File: config.mk
export PLATFORM = sky130hd
export DESIGN_NAME = seq_cmd_latch
export DESIGN_NICKNAME = d
export VERILOG_FILES = /design/src/rtl/seq_cmd_pkg.sv /design/src/rtl/seq_cmd_hist.sv /design/src/rtl/seq_cmd_decode.sv /design/src/rtl/seq_cmd_level.sv /design/src/rtl/seq_cmd_latch.sv
export SDC_FILE = /design/constraint.sdc
export NUM_CORES = 1
export LEC_CHECK = 0
export BUFFER_PORTS_ARGS = -buffer_cell sky130_fd_sc_hd__buf_2
export CAP_MARGIN = 20
export CORE_AREA = 5 5 42 44
export CTS_CLUSTER_DIAMETER = 40
export DETAILED_ROUTE_END_ITERATION = 8
export DIE_AREA = 0 0 47 49
export PLACE_DENSITY = 0.4
export SETUP_SLACK_MARGIN = 0.2
export SYNTH_ARGS = -nofsm -noshare
export SYNTH_HDL_FRONTEND = slang
export SYNTH_SLANG_ARGS = --single-unit
export TNS_END_PERCENT = 30
File: constraint.sdc
create_clock -name clk -period 1.3 [get_ports clk]
set_clock_uncertainty 0.05 [all_clocks]
set_input_delay 0.26 -clock clk [delete_from_list [all_inputs] [get_ports clk]]
set_output_delay 0.26 -clock clk [all_outputs]
set_load 0.005 [all_outputs]
File: src/rtl/seq_cmd_pkg.sv
package seq_cmd_pkg;
   localparam int SYM_W = 2;
   typedef logic [SYM_W-1:0] sym_t;
   typedef enum logic [1:0] {
      CMD_NONE = 2'd0,
      CMD_CLR  = 2'd1,
      CMD_SET  = 2'd2,
      CMD_INV  = 2'd3
   } cmd_e;
endpackage

File: src/rtl/seq_cmd_hist.sv
module seq_cmd_hist
   import seq_cmd_pkg::*;
#(
   parameter sym_t IDLE_SYM = '0
) (
   input  logic clk,
   input  logic rst,
   input  logic take,
   input  sym_t sym_in,
   output sym_t sym_prev
);
   always_ff @(posedge clk) begin
      if (rst)
         sym_prev <= IDLE_SYM;
      else if (take)
         sym_prev <= sym_in;
   end
endmodule

File: src/rtl/seq_cmd_decode.sv
module seq_cmd_decode
   import seq_cmd_pkg::*;
#(
   parameter sym_t CLR_OPEN  = 2'b01,
   parameter sym_t SET_OPEN  = 2'b10,
   parameter sym_t CLOSE_SYM = 2'b11,
   parameter sym_t INV_CLOSE = 2'b01
) (
   input  sym_t sym_prev,
   input  sym_t sym_cur,
   output cmd_e cmd
);
   always_comb begin
      cmd = CMD_NONE;
      if (sym_prev == CLR_OPEN && sym_cur == CLOSE_SYM)
         cmd = CMD_CLR;
      else if (sym_prev == SET_OPEN && sym_cur == CLOSE_SYM)
         cmd = CMD_SET;
      else if (sym_prev == SET_OPEN && sym_cur == INV_CLOSE)
         cmd = CMD_INV;
   end
endmodule

File: src/rtl/seq_cmd_level.sv
module seq_cmd_level
   import seq_cmd_pkg::*;
#(
   parameter logic RST_LEVEL = 1'b0
) (
   input  logic clk,
   input  logic rst,
   input  logic take,
   input  cmd_e cmd,
   output logic level_nxt,
   output logic level_q
);
   always_comb begin
      level_nxt = level_q;
      if (take) begin
         unique case (cmd)
            CMD_CLR:  level_nxt = 1'b0;
            CMD_SET:  level_nxt = 1'b1;
            CMD_INV:  level_nxt = ~level_q;
            default:  level_nxt = level_q;
         endcase
      end
   end

   always_ff @(posedge clk) begin
      if (rst)
         level_q <= RST_LEVEL;
      else
         level_q <= level_nxt;
   end
endmodule

File: src/rtl/seq_cmd_latch.sv
module seq_cmd_latch
   import seq_cmd_pkg::*;
#(
   parameter sym_t CLR_OPEN  = 2'b01,
   parameter sym_t SET_OPEN  = 2'b10,
   parameter sym_t CLOSE_SYM = 2'b11,
   parameter sym_t INV_CLOSE = 2'b01,
   parameter sym_t IDLE_SYM  = 2'b00
) (
   input  logic clk,
   input  logic rst,
   input  logic sym_valid,
   input  logic sym_x1,
   input  logic sym_x2,
   output logic z_out
);
   localparam logic RST_LEVEL = 1'b0;

   // elaboration-time parameter checks
   if (CLR_OPEN == SET_OPEN) begin : g_bad_open
      $error("seq_cmd_latch: clear and set opening symbols must differ");
   end
   if (CLOSE_SYM == INV_CLOSE) begin : g_bad_close
      $error("seq_cmd_latch: set close and invert close must differ");
   end
   if (IDLE_SYM == CLR_OPEN || IDLE_SYM == SET_OPEN) begin : g_bad_idle
      $error("seq_cmd_latch: idle symbol must open no command");
   end

   sym_t sym_cur;
   sym_t sym_prev;
   cmd_e cmd;
   logic level_nxt;
   logic level_q;

   assign sym_cur = {sym_x1, sym_x2};

   seq_cmd_hist #(.IDLE_SYM(IDLE_SYM)) u_hist (
      .clk      (clk),
      .rst      (rst),
      .take     (sym_valid),
      .sym_in   (sym_cur),
      .sym_prev (sym_prev)
   );

   seq_cmd_decode #(
      .CLR_OPEN  (CLR_OPEN),
      .SET_OPEN  (SET_OPEN),
      .CLOSE_SYM (CLOSE_SYM),
      .INV_CLOSE (INV_CLOSE)
   ) u_dec (
      .sym_prev (sym_prev),
      .sym_cur  (sym_cur),
      .cmd      (cmd)
   );

   seq_cmd_level #(.RST_LEVEL(RST_LEVEL)) u_lvl (
      .clk       (clk),
      .rst       (rst),
      .take      (sym_valid),
      .cmd       (cmd),
      .level_nxt (level_nxt),
      .level_q   (level_q)
   );

   assign z_out = level_nxt;
endmodule

==> summary.txt, run 1 <==
Run status
  • Failing checks: setup timing
  • Status: finished, violations left

STA
  • Fin crit share: 110%
  • Slew Limit Headroom: about 79%
  • Final Hold Slack: 0.181 ns
  • Fmax: between 0.7 and 0.8 GHz
  • Unrepaired setup endpoints after global routing: yes
  • Final hold vios: 0
  • Final setup vio count: 1
  • Final worst slack: -0.127 ns
  • Final Critical Period: ~1.4 ns
  • Worst slew pin tran: ~0.32 ns
  • Fin. max-slew vios: 0

Critical path
  • RR Endpoint: u_lvl.level_q$_SDFF_PP0_
  • CP Launch Type: register
  • Crit path kind: register to output pin
  • Crit path from: u_hist.sym_prev[1]$_SDFFE_PP0P_
  • Critical Path RT: between 0.9 and 1 ns
  • Setup crit end kind: output pin
  • Reg2Reg Depth: 4
  • R2r startpoint: u_lvl.level_q$_SDFF_PP0_
  • Critical path arrival: around 1.1 ns
  • CP endpoint: z_out
  • Worst-path maximum fanout: 4
  • R2r setup slk: 0.14 ns

Placed design
  • Placed inst area: 220 sq um
  • Final GP Congestion: 0.769
  • IO Port Bufs: 5

Clock tree
  • Clock root buffer: clkbuf_4
  • TritonCTS clock tree: done
  • Max clock buf depth: 2
  • Post-CTS Hold Fix Bufs: 0
  • Reg clk slew, reported paths: around 0.030 ns
  • Clk sinks: 3
  • Num CTS Buffers: 3
  • Clock latency on the worst-skew pair: approximately 0.23 ns
  • H-tree depth: 1

Global routing
  • Antenna violations before repair: 0
  • Grt peak-use layer: met2
  • Met1 usage: under 10%
  • Vias in the first global route: about 180
  • Largest net degree at the start of global routing: 6
  • First-pass GRT wire length: about 690 um
  • Total track usage: roughly 4.6%
  • Met2 usage: under 10%
  • GRT met3 Usage: about 5.5%
  • Gr ovfl total: 0

Cells and area
  • Area grow syn2layout: 67.7%
  • Final #Nets: 31
  • Most frequent cells in the layout: buf_2 (5), clkbuf_4 (3), mux2i_1 (2), nor2_1 (2)
  • Post-route cell area: between 200 and 300 sq um
  • Layout cell share with drive strength beyond 1: 68.0%
  • Antenna fix cells: 0
  • Fillcell total: 170
  • Commonest non-fill, non-tap cell in the layout: buf_2

Yosys
  • Syn nets: 19
  • Synth top area cells: dfxtp_1 (37%), nor4b_4 (15%), mux2i_1 (12%), a2111oi_2 (9.2%), nand3_2 (6.2%)
  • Cells after Synth: 14
  • Compound-Gate Fraction of Synth Area: approximately 18%
  • Simple-gate share of the synthesized area: approximately a third
  • Mapped Area: 163 sq um
  • Yosys top cell area share: 36.9%
  • Post-synthesis sequential area ratio: a little under two fifths
  • Largest family of logic cells by synthesized area: simple AND/OR/NAND/NOR gates
  • Post-Synth XOR/XNOR Area: 0%
  • Yosys reg bits: 3
  • Largest area contributor in the netlist: dfxtp_1
  • Avg Cell Area, Syn: 11.6 sq um
  • Synth cell types: 10
  • Adder-cell share of the synthesized area: 0%
  • Post-synthesis mux area share: between 10% and 20%
  • Ys Warns: 0

Pwr
  • Pwr/cell area: 1070 nW/um^2
  • Switching pwr: 66.9 uW
  • Max rail drop VDD: around 0.35 mV
  • Internal: roughly 230 uW
  • Sequential power share: between 30 and 40%
  • Leak pwr: slightly below 0.1 nW
  • Clock Power Share: a little over half
  • Gate power share: about a tenth
  • Switching Share: between 20 and 25%

Detailed routing
  • Average vias per placed instance: about 3.8
  • Initial DRC count: 0
  • Via count: 156
  • Drt pass-1 iters: 1
  • Drt total wl: 422 um
  • Post-route ant nets: 0
  • WL per Instance: around 10 um
  • Residual DRC: 0

Floorplan
  • Cell Rows: 14
  • Die ar.: around 2300 sq um
  • Die W: ~47 um
  • Core Area: roughly 1400 sq um
  • Starting Density: ~12%
  • IO Count: 6
  • Die height: ~50 um

Worst hold path
  • HP Class: primary input to register
  • Worst Min Path Start: rst

Run
  • Max cap viols: 0
## worst min-delay path by stage
stage / to / slack [ns] / cells past startpoint
4_1_cts: u_hist.sym_prev[0]$_SDFFE_PP0P_ / 0.17 / 2
3_3_place_gp: u_lvl.level_q$_SDFF_PP0_ / 0.41 / 2
5_1_grt: u_lvl.level_q$_SDFF_PP0_ / 0.19 / 2
6_report: u_hist.sym_prev[0]$_SDFFE_PP0P_ / 0.18 / 2
2_1_floorplan: u_lvl.level_q$_SDFF_PP0_ / 0.28 / 1
3_5_place_dp: u_lvl.level_q$_SDFF_PP0_ / 0.42 / 2
## state kept, by name (all words and copies together), names as in the netlist
name and flops:
u_hist.sym_prev 2, u_lvl.level_q 1
## per-stage QoR
stage,utilization (%),total power [mW],instances,TNS (ns),worst slack [ns]
after floorplan,-,0.116,14,0,0.214
after global placement,15.7,0.131,36,0,0.0416
after detailed placement,15.7,0.132,36,-0.00359,-0.00359
after CTS,18.6,0.300,41,-0.191,-0.191
after global routing,19.5,0.316,41,-0.193,-0.193
final,19.5,0.293,41,-0.127,-0.127
## power groups by stage
stage	clock network (mW)	registers, mW	logic, mW
after global routing	0.178	0.104	0.0333
after floorplan	0	0.103	0.0127
after CTS	0.168	0.104	0.0282
after global placement	0	0.104	0.0271
final	0.159	0.104	0.0299
after detailed placement	0	0.104	0.0276
## metal layers
metal / vias up / share of wire (%)
met2: 6 / 44
met1: 71 / 41
met3: 0 / 15
met5: - / 0
met4: 0 / 0
li1: 79 / -
## critical path: stages (launching register included)
cell and delay, ns:
dfxtp_4 0.36, nand3_4 0.07, nor4b_4 0.27, a211oi_2 0.06
buf_2 0.14
## kinds of logic after synthesis
group | after synthesis
simple gates | 6
flops | 3
compound gates | 3
mux | 2
## cell type report
type / count / area (sq um) / share of cell area (%)
Sequential cell: 3 / 65.1 / 23.9
Multi-Input combinational cell: 11 / 118 / 43.1
Clock buffer: 4 / 26.3 / 9.63
Timing Repair Buffer: 7 / 43.8 / 16.1
Tap cell: 16 / 20.0 / 7.34
## synthesized netlist by cell type
cell type	number
nand3_2	1
a31oi_1	1
a2111oi_2	1
a211oi_1	1
nor2_1	2
nand2_1	1
nor4b_4	1
mux2i_1	2
dfxtp_1	3
nand4b_1	1
## timing repair
item,CTS,global route
setup buffers,1,0
pin swaps,3,2
resized for setup,3,3
setup endpoints to repair,2,2
Note: power is estimated with default switching activity, not from simulation.
==> inputs of run 2 (changes only) <==
- BUFFER_PORTS_ARGS: -buffer_cell sky130_fd_sc_hd__buf_2 -> -buffer_cell sky130_fd_sc_hd__buf_4
- SLEW_MARGIN: not set -> 15
==> summary.txt, run 2 (same netlist as run 1, synthesis figures left out) <==
Clock tree
  • Max clock buf depth: 2
  • Clk sinks: 3
  • Clock root buffer: clkbuf_4
  • Num CTS Buffers: 3
  • Reg clk slew, reported paths: about 0.040 ns
  • Clock latency on the worst-skew pair: about 0.23 ns
  • Post-CTS Hold Fix Bufs: 0
  • TritonCTS clock tree: done
  • H-tree depth: 1

Detailed routing
  • Post-route ant nets: 0
  • Via count: 168
  • Initial DRC count: 6
  • WL per Instance: 10.2 um
  • Average vias per placed instance: ~3.9
  • Drt pass-1 iters: 4
  • Residual DRC: 0
  • Drt total wl: roughly 440 um

Pwr
  • Pwr/cell area: ~1000 nW/um^2
  • Leak pwr: 0.112 nW
  • Max rail drop VDD: roughly 0.32 mV
  • Tot Pwr: roughly 310 uW

Floorplan
  • Core Area: 1400 sq um
  • Die height: roughly 49 um
  • Die W: approximately 47 um
  • Starting Density: between 10% and 20%
  • IO Count: 6
  • Die ar.: roughly 2300 sq um
  • Cell Rows: 14

Global routing
  • Gr ovfl total: 0
  • Total track usage: under 10%
  • Vias in the first global route: 177
  • Largest net degree at the start of global routing: 6
  • First-pass GRT wire length: just under 700 um
  • Antenna violations before repair: 0

STA
  • Worst slew pin tran: 0.276 ns
  • Final hold vios: 0
  • Final setup vio count: 1
  • Final Critical Period: 1.44 ns
  • Final worst slack: -0.142 ns
  • Fin crit share: 111%
  • Fin. max-slew vios: 0
  • Fmax: between 0.6 and 0.7 GHz
  • Unrepaired setup endpoints after global routing: yes
  • Slew Limit Headroom: between 80% and 90%

Cells and area
  • Area grow syn2layout: 86.9%
  • Final #Nets: 33
  • Max reg flops: 2
  • Most frequent cells in the layout: buf_4 (8), clkbuf_4 (3), mux2i_1 (2), nor2_1 (2), dfxtp_1 (2)
  • Antenna fix cells: 0
  • Top Registers: u_hist.sym_prev x2, u_lvl.level_q x1
  • Biggest register: u_hist.sym_prev
  • Commonest non-fill, non-tap cell in the layout: buf_4
  • Layout cell share with drive strength beyond 1: a little over 70%

Critical path
  • Critical Path RT: approximately 0.99 ns
  • Worst-path maximum fanout: 3
  • Critical path arrival: between 1 and 1.5 ns
  • Crit path kind: register to output pin
  • Setup crit end kind: output pin
  • CP Launch Type: register

Run
  • Max cap viols: 0

Worst hold path
  • HP Class: primary input to register

Placed design
  • Final GP Congestion: 0.735
  • DP Worst Slack: 0.0184 ns
  • IO Port Bufs: 5

Run status
  • Status: finished, violations left
  • Failing checks: setup timing
==> run 2: cell types whose count changed in the layout (fill, tap and decap cells not counted) <==
cell,change
buf_4,+7
buf_2,-5
a31oi_1,-1
a31oi_4,+1
dfxtp_1,+1
dfxtp_4,-1
nand3_2,+1
nand3_4,-1
==> run 2: power breakdown <==
| group | internal [mW] | switching [mW] | leakage, nW |
|---|---|---|---|
| clock | 0.115 | 0.0470 | 0.0150 |
| combinational | 0.0263 | 0.0214 | 0.0719 |
| sequential | 0.0975 | 0.00504 | 0.0250 |
| total | 0.239 | 0.0734 | 0.112 |
==> run 2: timing repair <==
action | 4_1_cts | 5_1_grt
gates resized for setup | 1 | 4
hold endpoints to repair | 0 | 0
pin swaps | 4 | 2
setup buffers | 2 | 0
setup endpoints to repair | 2 | 2
==> run 2: stage by stage <==
step,utilization [%],hold slack (ns),setup TNS (ns),cell area [sq um],cells
CTS,20.2,0.150,-0.163,283,43
floorplan,-,0.279,0,168,14
global placement,17.1,0.399,0,240,37
global route,21.7,0.159,-0.183,304,43
finish,21.7,0.161,-0.142,304,43
detailed placement,17.1,0.403,0,240,37
==> run 2: worst paths after layout <==
kind	slack, ns	to	cells after the start	from
max reg2reg	0.17	u_lvl.level_q$_SDFF_PP0_	3	u_lvl.level_q$_SDFF_PP0_
min	0.16	u_hist.sym_prev[1]$_SDFFE_PP0P_	2	rst
min reg2reg	0.52	u_lvl.level_q$_SDFF_PP0_	2	u_lvl.level_q$_SDFF_PP0_
max	-0.14	z_out	4	u_hist.sym_prev[1]$_SDFFE_PP0P_
==> run 2: cell type report <==
class | instances | area (sq um)
Sequential cell | 3 | 61.3
Clock buffer | 4 | 26.3
Fill cell | 166 | 1100
Tap cell | 16 | 20.0
Timing Repair Buffer | 9 | 71.3
Multi-Input combinational cell | 11 | 125
==> run 2: per-layer routing <==
| layer | wire length, um | GRT usage [%] | share of wire (%) |
|---|---|---|---|
| met1 | 201 | 6.37 | 46 |
| met2 | 171 | 4.30 | 39 |
| met3 | 49 | 1.11 | 11 |
| met4 | 14 | 6.91 | 3.2 |
| met5 | 0 | 0 | 0 |
==> run 2: critical path, stage by stage, from the launching register on <==
cell      delay, ns
dfxtp_2        0.34
buf_6          0.11
a31oi_4        0.09
a211oi_2       0.22
buf_4          0.14
